===== src/rtl/scsi_ctl_pkg.sv =====
package scsi_ctl_pkg;

    localparam int REG_W = 8;

    localparam logic [3:0] IX_CNT_LO = 4'd0;
    localparam logic [3:0] IX_CNT_HI = 4'd1;
    localparam logic [3:0] IX_DATA   = 4'd2;
    localparam logic [3:0] IX_CMD    = 4'd3;
    localparam logic [3:0] IX_STAT   = 4'd4;
    localparam logic [3:0] IX_INTR   = 4'd5;
    localparam logic [3:0] IX_SEQ    = 4'd6;
    localparam logic [3:0] IX_CFG    = 4'd8;
    localparam logic [3:0] IX_CFGM   = 4'd11;
    localparam logic [3:0] IX_ID     = 4'd14;

    localparam logic [7:0] STAT_KEEP   = 8'h10;
    localparam logic [7:0] INTR_FLUSH  = 8'h08;
    localparam logic [7:0] INTR_BUSRST = 8'h80;
    localparam logic [7:0] CFGM_MASK   = 8'h15;
    localparam logic [7:0] ID_VALUE    = 8'h04;
    localparam int         CFG_IRQ_OFF = 6;

    typedef enum logic [2:0] {
        OP_NONE,
        OP_NOP,
        OP_FLUSH,
        OP_CHIPRST,
        OP_BUSRST,
        OP_OTHER
    } cmd_op_e;

    typedef struct packed {
        logic    valid;
        logic    dma;
        cmd_op_e op;
    } cmd_req_t;

    typedef struct packed {
        logic [REG_W-1:0] status;
        logic [REG_W-1:0] intr;
        logic [REG_W-1:0] seq;
    } phase_t;

    // Bits a host write may store into each register.
    function automatic logic [REG_W-1:0] store_mask(input logic [3:0] idx);
        case (idx)
            IX_CNT_LO, IX_CNT_HI, IX_DATA, IX_CMD, IX_CFG,
            4'd12, 4'd13, 4'd14, 4'd15: store_mask = 8'hFF;
            IX_CFGM:                    store_mask = CFGM_MASK;
            default:                    store_mask = 8'h00;
        endcase
    endfunction

    function automatic logic [REG_W-1:0] reset_value(input logic [3:0] idx);
        reset_value = (idx == IX_ID) ? ID_VALUE : 8'h00;
    endfunction

    function automatic cmd_op_e decode_op(input logic [6:0] code);
        case (code)
            7'h00:   decode_op = OP_NOP;
            7'h01:   decode_op = OP_FLUSH;
            7'h02:   decode_op = OP_CHIPRST;
            7'h03:   decode_op = OP_BUSRST;
            default: decode_op = OP_OTHER;
        endcase
    endfunction

endpackage


===== src/rtl/scsi_ctl_cmd_dec.sv =====
module scsi_ctl_cmd_dec
    import scsi_ctl_pkg::*;
#(
    parameter int IDX_W = 4
) (
    input  logic             wr_en,
    input  logic [IDX_W-1:0] idx,
    input  logic [7:0]       wdata,
    output cmd_req_t         cmd
);

    always_comb begin
        cmd.valid = wr_en && (idx == IX_CMD);
        cmd.dma   = wdata[7];
        cmd.op    = cmd.valid ? decode_op(wdata[6:0]) : OP_NONE;
    end

endmodule


===== src/rtl/scsi_ctl_regbank.sv =====
module scsi_ctl_regbank
    import scsi_ctl_pkg::*;
#(
    parameter int IDX_W = 4
) (
    input  logic             clk,
    input  logic             rst,
    input  logic             wr_en,
    input  logic             rd_en,
    input  logic [IDX_W-1:0] idx,
    input  logic [7:0]       wdata,
    input  cmd_req_t         cmd,
    input  logic             done_valid,
    input  phase_t           done_ph,
    output logic [7:0]       rdata,
    output logic             irq,
    output logic             dma_mode
);

    localparam int NREG = 1 << IDX_W;

    logic [7:0] regs [NREG];
    logic       rd_intr;
    logic       chip_rst;
    logic       bus_rst;
    logic       flush;
    logic [7:0] wmask;

    assign rd_intr  = rd_en && (idx == IX_INTR);
    assign chip_rst = cmd.valid && (cmd.op == OP_CHIPRST);
    assign bus_rst  = cmd.valid && (cmd.op == OP_BUSRST);
    assign flush    = cmd.valid && (cmd.op == OP_FLUSH);
    assign wmask    = store_mask(idx);
    assign rdata    = regs[idx];

    always_ff @(posedge clk) begin
        if (rst || chip_rst) begin
            for (int i = 0; i < NREG; i++) begin
                regs[i] <= reset_value(IDX_W'(i));
            end
        end else begin
            if (wr_en && (wmask != 8'h00)) begin
                regs[idx] <= wdata & wmask;
            end
            if (flush) begin
                regs[IX_INTR] <= INTR_FLUSH;
                regs[IX_SEQ]  <= 8'h00;
            end
            if (bus_rst) begin
                regs[IX_INTR] <= INTR_BUSRST;
            end
            if (rd_intr) begin
                regs[IX_STAT] <= regs[IX_STAT] & STAT_KEEP;
            end
            if (done_valid) begin
                regs[IX_STAT] <= done_ph.status;
                regs[IX_INTR] <= done_ph.intr;
                regs[IX_SEQ]  <= done_ph.seq;
            end
        end
    end

    always_ff @(posedge clk) begin
        if (rst || chip_rst) begin
            irq <= 1'b0;
        end else if (done_valid) begin
            irq <= 1'b1;
        end else if (rd_intr) begin
            irq <= 1'b0;
        end else if (bus_rst && !regs[IX_CFG][CFG_IRQ_OFF]) begin
            irq <= 1'b1;
        end
    end

    always_ff @(posedge clk) begin
        if (rst || chip_rst) begin
            dma_mode <= 1'b0;
        end else if (cmd.valid) begin
            dma_mode <= cmd.dma;
        end
    end

    // completion raises the line and latches the status byte
    assert_done_latch_R9: assert property (@(posedge clk) disable iff (rst)
        (done_valid && !chip_rst) |=> (irq && regs[IX_STAT] == $past(done_ph.status)));

    // acknowledge clears status except terminal count and drops the line
    assert_ack_clear_R8: assert property (@(posedge clk) disable iff (rst)
        (rd_intr && !done_valid && !chip_rst) |=> (!irq && (regs[IX_STAT] & ~STAT_KEEP) == 8'h00));

    // chip reset restores the identification value and clears the line
    assert_chip_reset_R6: assert property (@(posedge clk) disable iff (rst)
        chip_rst |=> (regs[IX_ID] == ID_VALUE && regs[IX_CMD] == 8'h00 && !irq && !dma_mode));

    // masked bus reset never raises the line on its own
    assert_busrst_masked_R7: assert property (@(posedge clk) disable iff (rst)
        (bus_rst && regs[IX_CFG][CFG_IRQ_OFF] && !irq && !done_valid) |=> !irq);

    // the masked configuration register never holds bits outside its mask
    assert_cfgm_mask_R3: assert property (@(posedge clk) disable iff (rst)
        (wr_en && idx == IX_CFGM) |=> ((regs[IX_CFGM] & ~CFGM_MASK) == 8'h00));

    // a non-reset command sets DMA mode from bit 7
    assert_dma_bit_R4: assert property (@(posedge clk) disable iff (rst)
        (cmd.valid && !chip_rst) |=> (dma_mode == $past(wdata[7])));

endmodule


===== src/rtl/scsi_ctl_top.sv =====
module scsi_ctl_top
    import scsi_ctl_pkg::*;
#(
    parameter int ADDR_W = 6
) (
    input  logic              clk,
    input  logic              rst,
    input  logic              wr_en,
    input  logic              rd_en,
    input  logic [ADDR_W-1:0] addr,
    input  logic [7:0]        wdata,
    output logic [7:0]        rdata,
    input  logic              done_valid,
    input  logic [7:0]        done_status,
    input  logic [7:0]        done_intr,
    input  logic [7:0]        done_seq,
    output logic              irq,
    output logic              dma_mode
);

    localparam int IDX_W = ADDR_W - 2;

    logic [IDX_W-1:0] idx;
    cmd_req_t         cmd;
    phase_t           done_ph;
    logic             unused_lsb;

    assign idx        = addr[ADDR_W-1:2];
    assign unused_lsb = ^addr[1:0];
    assign done_ph    = '{status: done_status, intr: done_intr, seq: done_seq};

    scsi_ctl_cmd_dec #(.IDX_W(IDX_W)) i_cmd_dec (
        .wr_en (wr_en),
        .idx   (idx),
        .wdata (wdata),
        .cmd   (cmd)
    );

    scsi_ctl_regbank #(.IDX_W(IDX_W)) i_regbank (
        .clk        (clk),
        .rst        (rst),
        .wr_en      (wr_en),
        .rd_en      (rd_en),
        .idx        (idx),
        .wdata      (wdata),
        .cmd        (cmd),
        .done_valid (done_valid),
        .done_ph    (done_ph),
        .rdata      (rdata),
        .irq        (irq),
        .dma_mode   (dma_mode)
    );

endmodule


===== config.mk =====
export PLATFORM = sky130hd
export DESIGN_NAME = scsi_ctl_top
export DESIGN_NICKNAME = d
export VERILOG_FILES = /design/src/rtl/scsi_ctl_pkg.sv /design/src/rtl/scsi_ctl_cmd_dec.sv /design/src/rtl/scsi_ctl_regbank.sv /design/src/rtl/scsi_ctl_top.sv
export SDC_FILE = /design/constraint.sdc
export NUM_CORES = 1
export LEC_CHECK = 0
export ABC_AREA = 1
export CORE_ASPECT_RATIO = 1.75
export CORE_MARGIN = 5
export CORE_UTILIZATION = 52
export DETAILED_ROUTE_END_ITERATION = 16
export GPL_TIMING_DRIVEN = 0
export PLACE_DENSITY = 0.76
export SLEW_MARGIN = 30
export SYNTH_ARGS = -nofsm -noshare
export SYNTH_HDL_FRONTEND = slang
export SYNTH_SLANG_ARGS = --single-unit

===== constraint.sdc =====
create_clock -name clk -period 2.5 [get_ports clk]
set_input_delay 0.25 -clock clk [delete_from_list [all_inputs] [get_ports clk]]
set_output_delay 0.25 -clock clk [all_outputs]
set_load 0.005 [all_outputs]

# [Yosys cells after proc, flatten, opt, wreduce, memory -nomap -nowiden]
# Memories as Yosys holds them, arrays and structs flattened.
# Cells that the tools add are included.
[op_classes] n_eq_ne=12 n_mux=36 n_bitwise=21 n_reduce_logical=14
[op_table] op="$mux W8" count=6
[op_table] op="$mux W1" count=23
[op_table] op="$eq A7 B2 Y1 const B" count=2
[op_table] op="$eq A4 B4 Y1 const B" count=3
[op_table] op="$mux W4" count=3
[op_table] op="$pmux W3 S4" count=1
[op_table] op="$or A1 B1 Y1" count=11
[op_table] op="$mux W3" count=3
[op_table] op="$and A8 B8 Y8" count=1
[op_table] op="$reduce_bool A8 Y1" count=1
[op_table] op="$reduce_or A8 Y1" count=1
[op_table] op="$eq A7 B1 Y1 const B" count=1
[op_table] op="$logic_and A1 B1 Y1" count=7
[op_table] op="$logic_not A7 Y1" count=1
[op_table] op="$and A1 B1 Y1" count=6
[op_table] op="$eq A3 B2 Y1 const B" count=2
[op_table] op="$eq A4 B2 Y1 const B" count=1
[op_table] op="$eq A4 B3 Y1 const B" count=1
[op_table] op="$eq A3 B3 Y1 const B" count=1
[op_table] op="$not A1 Y1" count=3
[op_table] op="$reduce_bool A3 Y1" count=1
[op_table] op="$reduce_and A2 Y1" count=1
[op_table] op="$logic_not A1 Y1" count=1
[op_table] op="$logic_or A1 B1 Y1" count=1
[op_table] op="$ne A0 B0 Y1" count=1
[totals] reg_bits=2 mem_bits_rw=128 romBits=128 inputBits=43 output_inout_bits=10 word_cells=87 n_memories=2
[memory_table] name="(no name shown)" depth=16 width=8 rd=1 rd_ports_with_merged_regs=0 wr=0 line_no="scsi_ctl_pkg.sv:46" rtl="case (idx)"
[memory_table] name="i_regbank.regs" depth=16 width=8 rd=2 rd_ports_with_merged_regs=0 wr=16 line_no="scsi_ctl_regbank.sv:22" rtl="logic [7:0] regs [NREG];"

# [Longest topological paths before layout]
[logic_depth] word_depth=15 ltp_mapped=13 mapped_depth_nobuf=10

# [Cells and area by module]
# Synthesis repeated with hierarchy kept, for this count alone.
[unflattened] cells_unflattened=900 hier_area_um2=7130.6
[by_module_without_submodules] mod="scsi_ctl_regbank" instances=1 cells_per_inst=878 area_per_inst_um2=7029.2 seq_area_each_um2=3803.6
[by_module_without_submodules] mod="scsi_ctl_cmd_dec" instances=1 cells_per_inst=22 area_per_inst_um2=101.3 seq_area_each_um2=0.0

# [Worst setup path before layout]
# OpenSTA, ideal clock, no wires.
[synth_timing] path_type="input-to-reg" start="in addr[2]" end="mem i_regbank.regs[9][0] (enable)" setup_time_ns=0.323 arrival_time_ns=2.122 slack_ns=0.054 cell_stages=12 n_path_buf=4 cell_sequence="clkbuf_1 > inv_1 > buf_2 > clkbuf_1 > ha_1 > inv_1 > a21oi_4 > o21ai_2 > nor2_4 > buf_6 > nand2_4 > nand2_1"
[synth_rtl] element="from (decl)" line_no="scsi_ctl_top.sv:10" rtl="input logic [ADDR_W-1:0] addr,"
[synth_rtl] element="to (decl)" line_no="scsi_ctl_regbank.sv:22"

# [Final worst setup path]
[layout_timing] start="in addr[2]" end="out rdata[1]"
[layout_via] elab_chain_len=1
[layout_lines] element="$mem_v2 Z16 W8"
[layout_lines] element="to (decl)" line_no="scsi_ctl_top.sv:12" rtl="output logic [7:0] rdata,"
# No other way between the ends.

==> impl_metrics.xml <==
<?xml version="1.0" encoding="UTF-8"?>
<metrics>
  <group name="run_status">
    <metric name="run_status" unit="">completed</metric>
  </group>
  <group name="power">
    <metric name="power.clock.fraction" unit="%">44.1</metric>
    <metric name="p_int" unit="mW">4.29</metric>
    <metric name="seqPwrFrac" unit="%">45.3</metric>
    <metric name="cellPowerDensity" unit="mW/mm^2">732</metric>
    <metric name="leakage_power" unit="nW">3.05</metric>
    <metric name="p_total" unit="mW">5.65</metric>
    <metric name="netSwitchingFraction" unit="%">24.1</metric>
    <metric name="max-vdd-ir-drop" unit="V">0.000587</metric>
    <metric name="power.net_switching" unit="mW">1.36</metric>
    <metric name="p_comb_share" unit="%">10.6</metric>
  </group>
  <group name="placement">
    <metric name="placed_area" unit="sq mm">0.00688</metric>
    <metric name="port_buffers" unit="">50</metric>
    <metric name="dp_hpwl" unit="microns">13100</metric>
    <metric name="placement.setup.worst_slack" unit="ns">-1.36</metric>
    <metric name="finalWeightedCongestion" unit="">0.921</metric>
  </group>
  <group name="cts">
    <metric name="clk_path_buf_depth" unit="">2</metric>
    <metric name="cts-buffers-inserted" unit="">17</metric>
    <metric name="tritoncts" unit="">yes</metric>
    <metric name="cts.sink_count" unit="">130</metric>
    <metric name="cts_hold_repair.buffers" unit="">0</metric>
    <metric name="clk_pin_slew_worst_paths" unit="ns">0.06</metric>
    <metric name="cts_root_buf" unit="">clkbuf_16</metric>
    <metric name="clock_tree.htree_level_count" unit="">4</metric>
    <metric name="clock_insertion_delay_worst_skew" unit="ns">0.41</metric>
  </group>
  <group name="logic_synthesis">
    <metric name="synth_warnings" unit="">0</metric>
    <metric name="synth_top_cell_area_share" unit="%">58.3</metric>
    <metric name="synth.cell_area" unit="sq mm">0.00618</metric>
    <metric name="number_of_distinct_library_cell_variants_in_the_gate_level_netlist_after_synthesis" unit="">26</metric>
    <metric name="sequential_to_total_area_share_from_yosys_stat" unit="%">61.5</metric>
    <metric name="netlist.top_cell.by_area" unit="">edfxtp_1</metric>
    <metric name="synthesis.instances" unit="">650</metric>
    <metric name="ys_top_cells_by_area" unit="">edfxtp_1 58%, nor2_1 12%, o21ai_0 5.4%, nand2_1 5.2%, dfxtp_1 3.2%</metric>
    <metric name="ys_seq_elements" unit="">130</metric>
    <metric name="syn_avg_cell_area" unit="sq um">9.51</metric>
  </group>
  <group name="timing">
    <metric name="min_period" unit="ns">2.50</metric>
    <metric name="slew_violations" unit="">0</metric>
    <metric name="layout_setup_ws" unit="ns">0.00121</metric>
    <metric name="setup_viol" unit="">0</metric>
    <metric name="tightest_slew" unit="ns">0.784</metric>
    <metric name="max-slew-margin-rel" unit="%">47.3</metric>
    <metric name="min_period_over_period" unit="%">100</metric>
    <metric name="worst_clock_skew" unit="ns">0.00262</metric>
    <metric name="rsz0062_at_grt" unit="">false</metric>
    <metric name="number_of_failing_hold_endpoints_at_the_final_stage" unit="">0</metric>
    <metric name="worst_hold_slack" unit="ns">0.441</metric>
    <metric name="max_freq" unit="MHz">400</metric>
  </group>
  <group name="setup_path">
    <metric name="crit_path_from" unit="">addr[2]</metric>
    <metric name="worst-path-max-fanout" unit="">10</metric>
    <metric name="timing.critical_path.cells" unit="">dlygate4sd2_1 &gt; clkbuf_8 &gt; inv_2 &gt; buf_6 &gt; clkbuf_16 &gt; nor2_1 &gt; o22ai_1 &gt; nand2_1 &gt; nand4_1 &gt; clkdlybuf4s50_1</metric>
    <metric name="critPathMaxStageDelay" unit="ns">0.53</metric>
    <metric name="crit_path_top_delay_cell" unit="">clkdlybuf4s50_1</metric>
    <metric name="worstPathBufferInverterCount" unit="">6</metric>
    <metric name="worst_ep_required_time" unit="ns">2.25</metric>
    <metric name="number_of_cells_on_the_worst_reg_to_reg_path" unit="">3</metric>
    <metric name="worst-setup-path-type" unit="">input port to primary output</metric>
    <metric name="critical_path.reg2reg.startpoint" unit="">i_regbank.regs[8][6]$_SDFFCE_PN0P_</metric>
    <metric name="timing.rr.end" unit="">i_regbank.irq$_SDFFE_PP0P_</metric>
    <metric name="worst_path_dominant_cell_family" unit="">buffers and inverters</metric>
    <metric name="cp-start-kind" unit="">input port</metric>
    <metric name="worstSetupEndpointType" unit="">primary output</metric>
    <metric name="reg2reg_setup_slack" unit="ns">1.61</metric>
    <metric name="data_arrival_time_of_the_critical_path" unit="ns">2.25</metric>
  </group>
  <group name="floorplan">
    <metric name="placeableCoreArea" unit="sq mm">0.0116</metric>
    <metric name="fp-row-count" unit="">52</metric>
    <metric name="die_h" unit="microns">154</metric>
    <metric name="die_width" unit="microns">92.4</metric>
    <metric name="fp.dieArea" unit="sq mm">0.0143</metric>
    <metric name="design.portCount" unit="">53</metric>
    <metric name="start_util" unit="%">53.1</metric>
  </group>
  <group name="global_route">
    <metric name="grtUsageMet3" unit="%">4.67</metric>
    <metric name="grt_util_met1" unit="%">29.9</metric>
    <metric name="antenna_violations_before_repair" unit="">0</metric>
    <metric name="grt_start_max_net_pins" unit="">17</metric>
    <metric name="first_global_vias" unit="">5470</metric>
    <metric name="wire_length_of_the_first_global_routing_pass" unit="microns">29100</metric>
    <metric name="grtUsageMet2" unit="%">48.1</metric>
    <metric name="top_usage_layer" unit="">met2</metric>
    <metric name="overflow" unit="">0</metric>
    <metric name="grt_use_total" unit="%">27.5</metric>
  </group>
  <group name="route">
    <metric name="detail_route.vias_per_cell" unit="">5.97</metric>
    <metric name="routed_wirelength" unit="microns">19000</metric>
    <metric name="firstDrtPassIters" unit="">5</metric>
    <metric name="dr_vias" unit="">5236</metric>
    <metric name="drt-initial-drc-count" unit="">547</metric>
    <metric name="antenna_violating_nets_post_route" unit="">0</metric>
    <metric name="remaining_drc_errors" unit="">0</metric>
    <metric name="post_detailed_route_wirelength_per_cell" unit="microns">21.6</metric>
  </group>
  <group name="min_path">
    <metric name="count_of_cells_along_the_worst_hold_path" unit="">3</metric>
    <metric name="min-delay-path-class" unit="">input port to register</metric>
    <metric name="hold_end" unit="">i_regbank.regs[6][5]$_SDFFE_PP0P_</metric>
    <metric name="hold_path.startpoint" unit="">done_seq[5]</metric>
  </group>
  <group name="finish">
    <metric name="syn_to_final_growth" unit="%">25.0</metric>
    <metric name="numnets_final" unit="">777</metric>
    <metric name="post-route-cell-area" unit="sq mm">0.00772</metric>
    <metric name="drive_gt1_share" unit="%">13.5</metric>
    <metric name="postLayoutCoreUtil" unit="%">66.3</metric>
    <metric name="insertedDiodeCount" unit="">0</metric>
  </group>
  <group name="flow_run">
    <metric name="maxCapViolations" unit="">0</metric>
  </group>
</metrics>
area by class of cell:
| cell class | count | area [sq um] |
|---|---|---|
| Clock inverter | 14 | 165 |
| Timing Repair Buffer | 54 | 534 |
| Buffer | 37 | 270 |
| Fill cell | 869 | 3920 |
| Sequential cell | 130 | 3800 |
| Tap cell | 135 | 169 |
| Clock buffer | 17 | 425 |
| Multi-Input combinational cell | 451 | 2210 |
| Inverter | 39 | 146 |
power by group through the flow:
stage / logic [mW] / registers (mW) / clock network, mW
floorplan: 0.299 / 2.58 / 0
global placement: 0.534 / 2.59 / 0
detailed placement: 0.544 / 2.60 / 0
CTS: 0.578 / 2.56 / 2.47
global route: 0.642 / 2.56 / 2.61
finish: 0.600 / 2.56 / 2.49
stage by stage:
stage | TNS, ns | cells
2_1_floorplan | 0 | 657
3_3_place_gp | -198.47 | 842
3_5_place_dp | -214.70 | 842
4_1_cts | 0 | 873
5_1_grt | 0 | 877
6_report | 0 | 877
worst max path at each step:
stage / to / slack (ns) / depth (start not counted)
final: rdata[1] / 0.001 / 10
after CTS: rdata[1] / 0.05 / 7
after global routing: rdata[6] / 0.003 / 7
after global placement: i_regbank.regs[0][6]$_SDFFCE_PN0P_ / -1.24 / 12
after detailed placement: i_regbank.regs[0][7]$_SDFFCE_PN0P_ / -1.36 / 12
after floorplan: i_regbank.regs[9][0]$_SDFFCE_PN0P_ / 0.05 / 12
cell families after synthesis:
kind of cell	after synthesis	synth area share, %
simple gates	329	23.0
buf+inv	76	4.84
other cells	1	0.0607
compound gates	110	9.80
fa+ha+maj	4	0.810
flops	130	61.5
sequential cells by signal, indices dropped and copies added (netlist names):
signal,count
i_regbank.irq,1
i_regbank.dma_mode,1
i_regbank.regs,128
synth_stat cells (all sizes together):
cell type / number
nor2: 199
nor3: 2
clkinv: 1
o21ai: 68
inv: 38
dfxtp: 10
ha: 4
buf: 7
o22ai: 32
edfxtp: 120
nand4: 25
clkbuf: 30
a21oi: 10
nand3: 6
nand2: 97
conb: 1
what timing repair did:
item | in CTS | in global routing
pin swaps | 2 | 5
cloned | 0 | 1
endpoints found under the setup margin | 200 | 84
setup buffers | 0 | 3
gates resized for setup | 65 | 14
tightest hold or removal path: stages:
cell             delay [ns]
clkdlybuf4s50_1        0.40
nand4_1                0.09
a21oi_1                0.06
layout by cell type (no fill, tap or decap), types with 18 or more instances in the layout:
cell type / instances
clkdlybuf4s50_1: 45
nand2_4: 20
nand2_1: 70
o22ai_1: 30
o21ai_0: 65
inv_1: 32
edfxtp_1: 120
nand4_1: 25
nor2_1: 195
clkbuf_16: 18
metal layers:
layer / wire (microns) / part of all wire [%]
met5: 0 / 0
met4: 1290 / 6.8
met1: 6440 / 34
met2: 9890 / 52
met3: 1330 / 7.0
(Power assumes the default switching activity.)
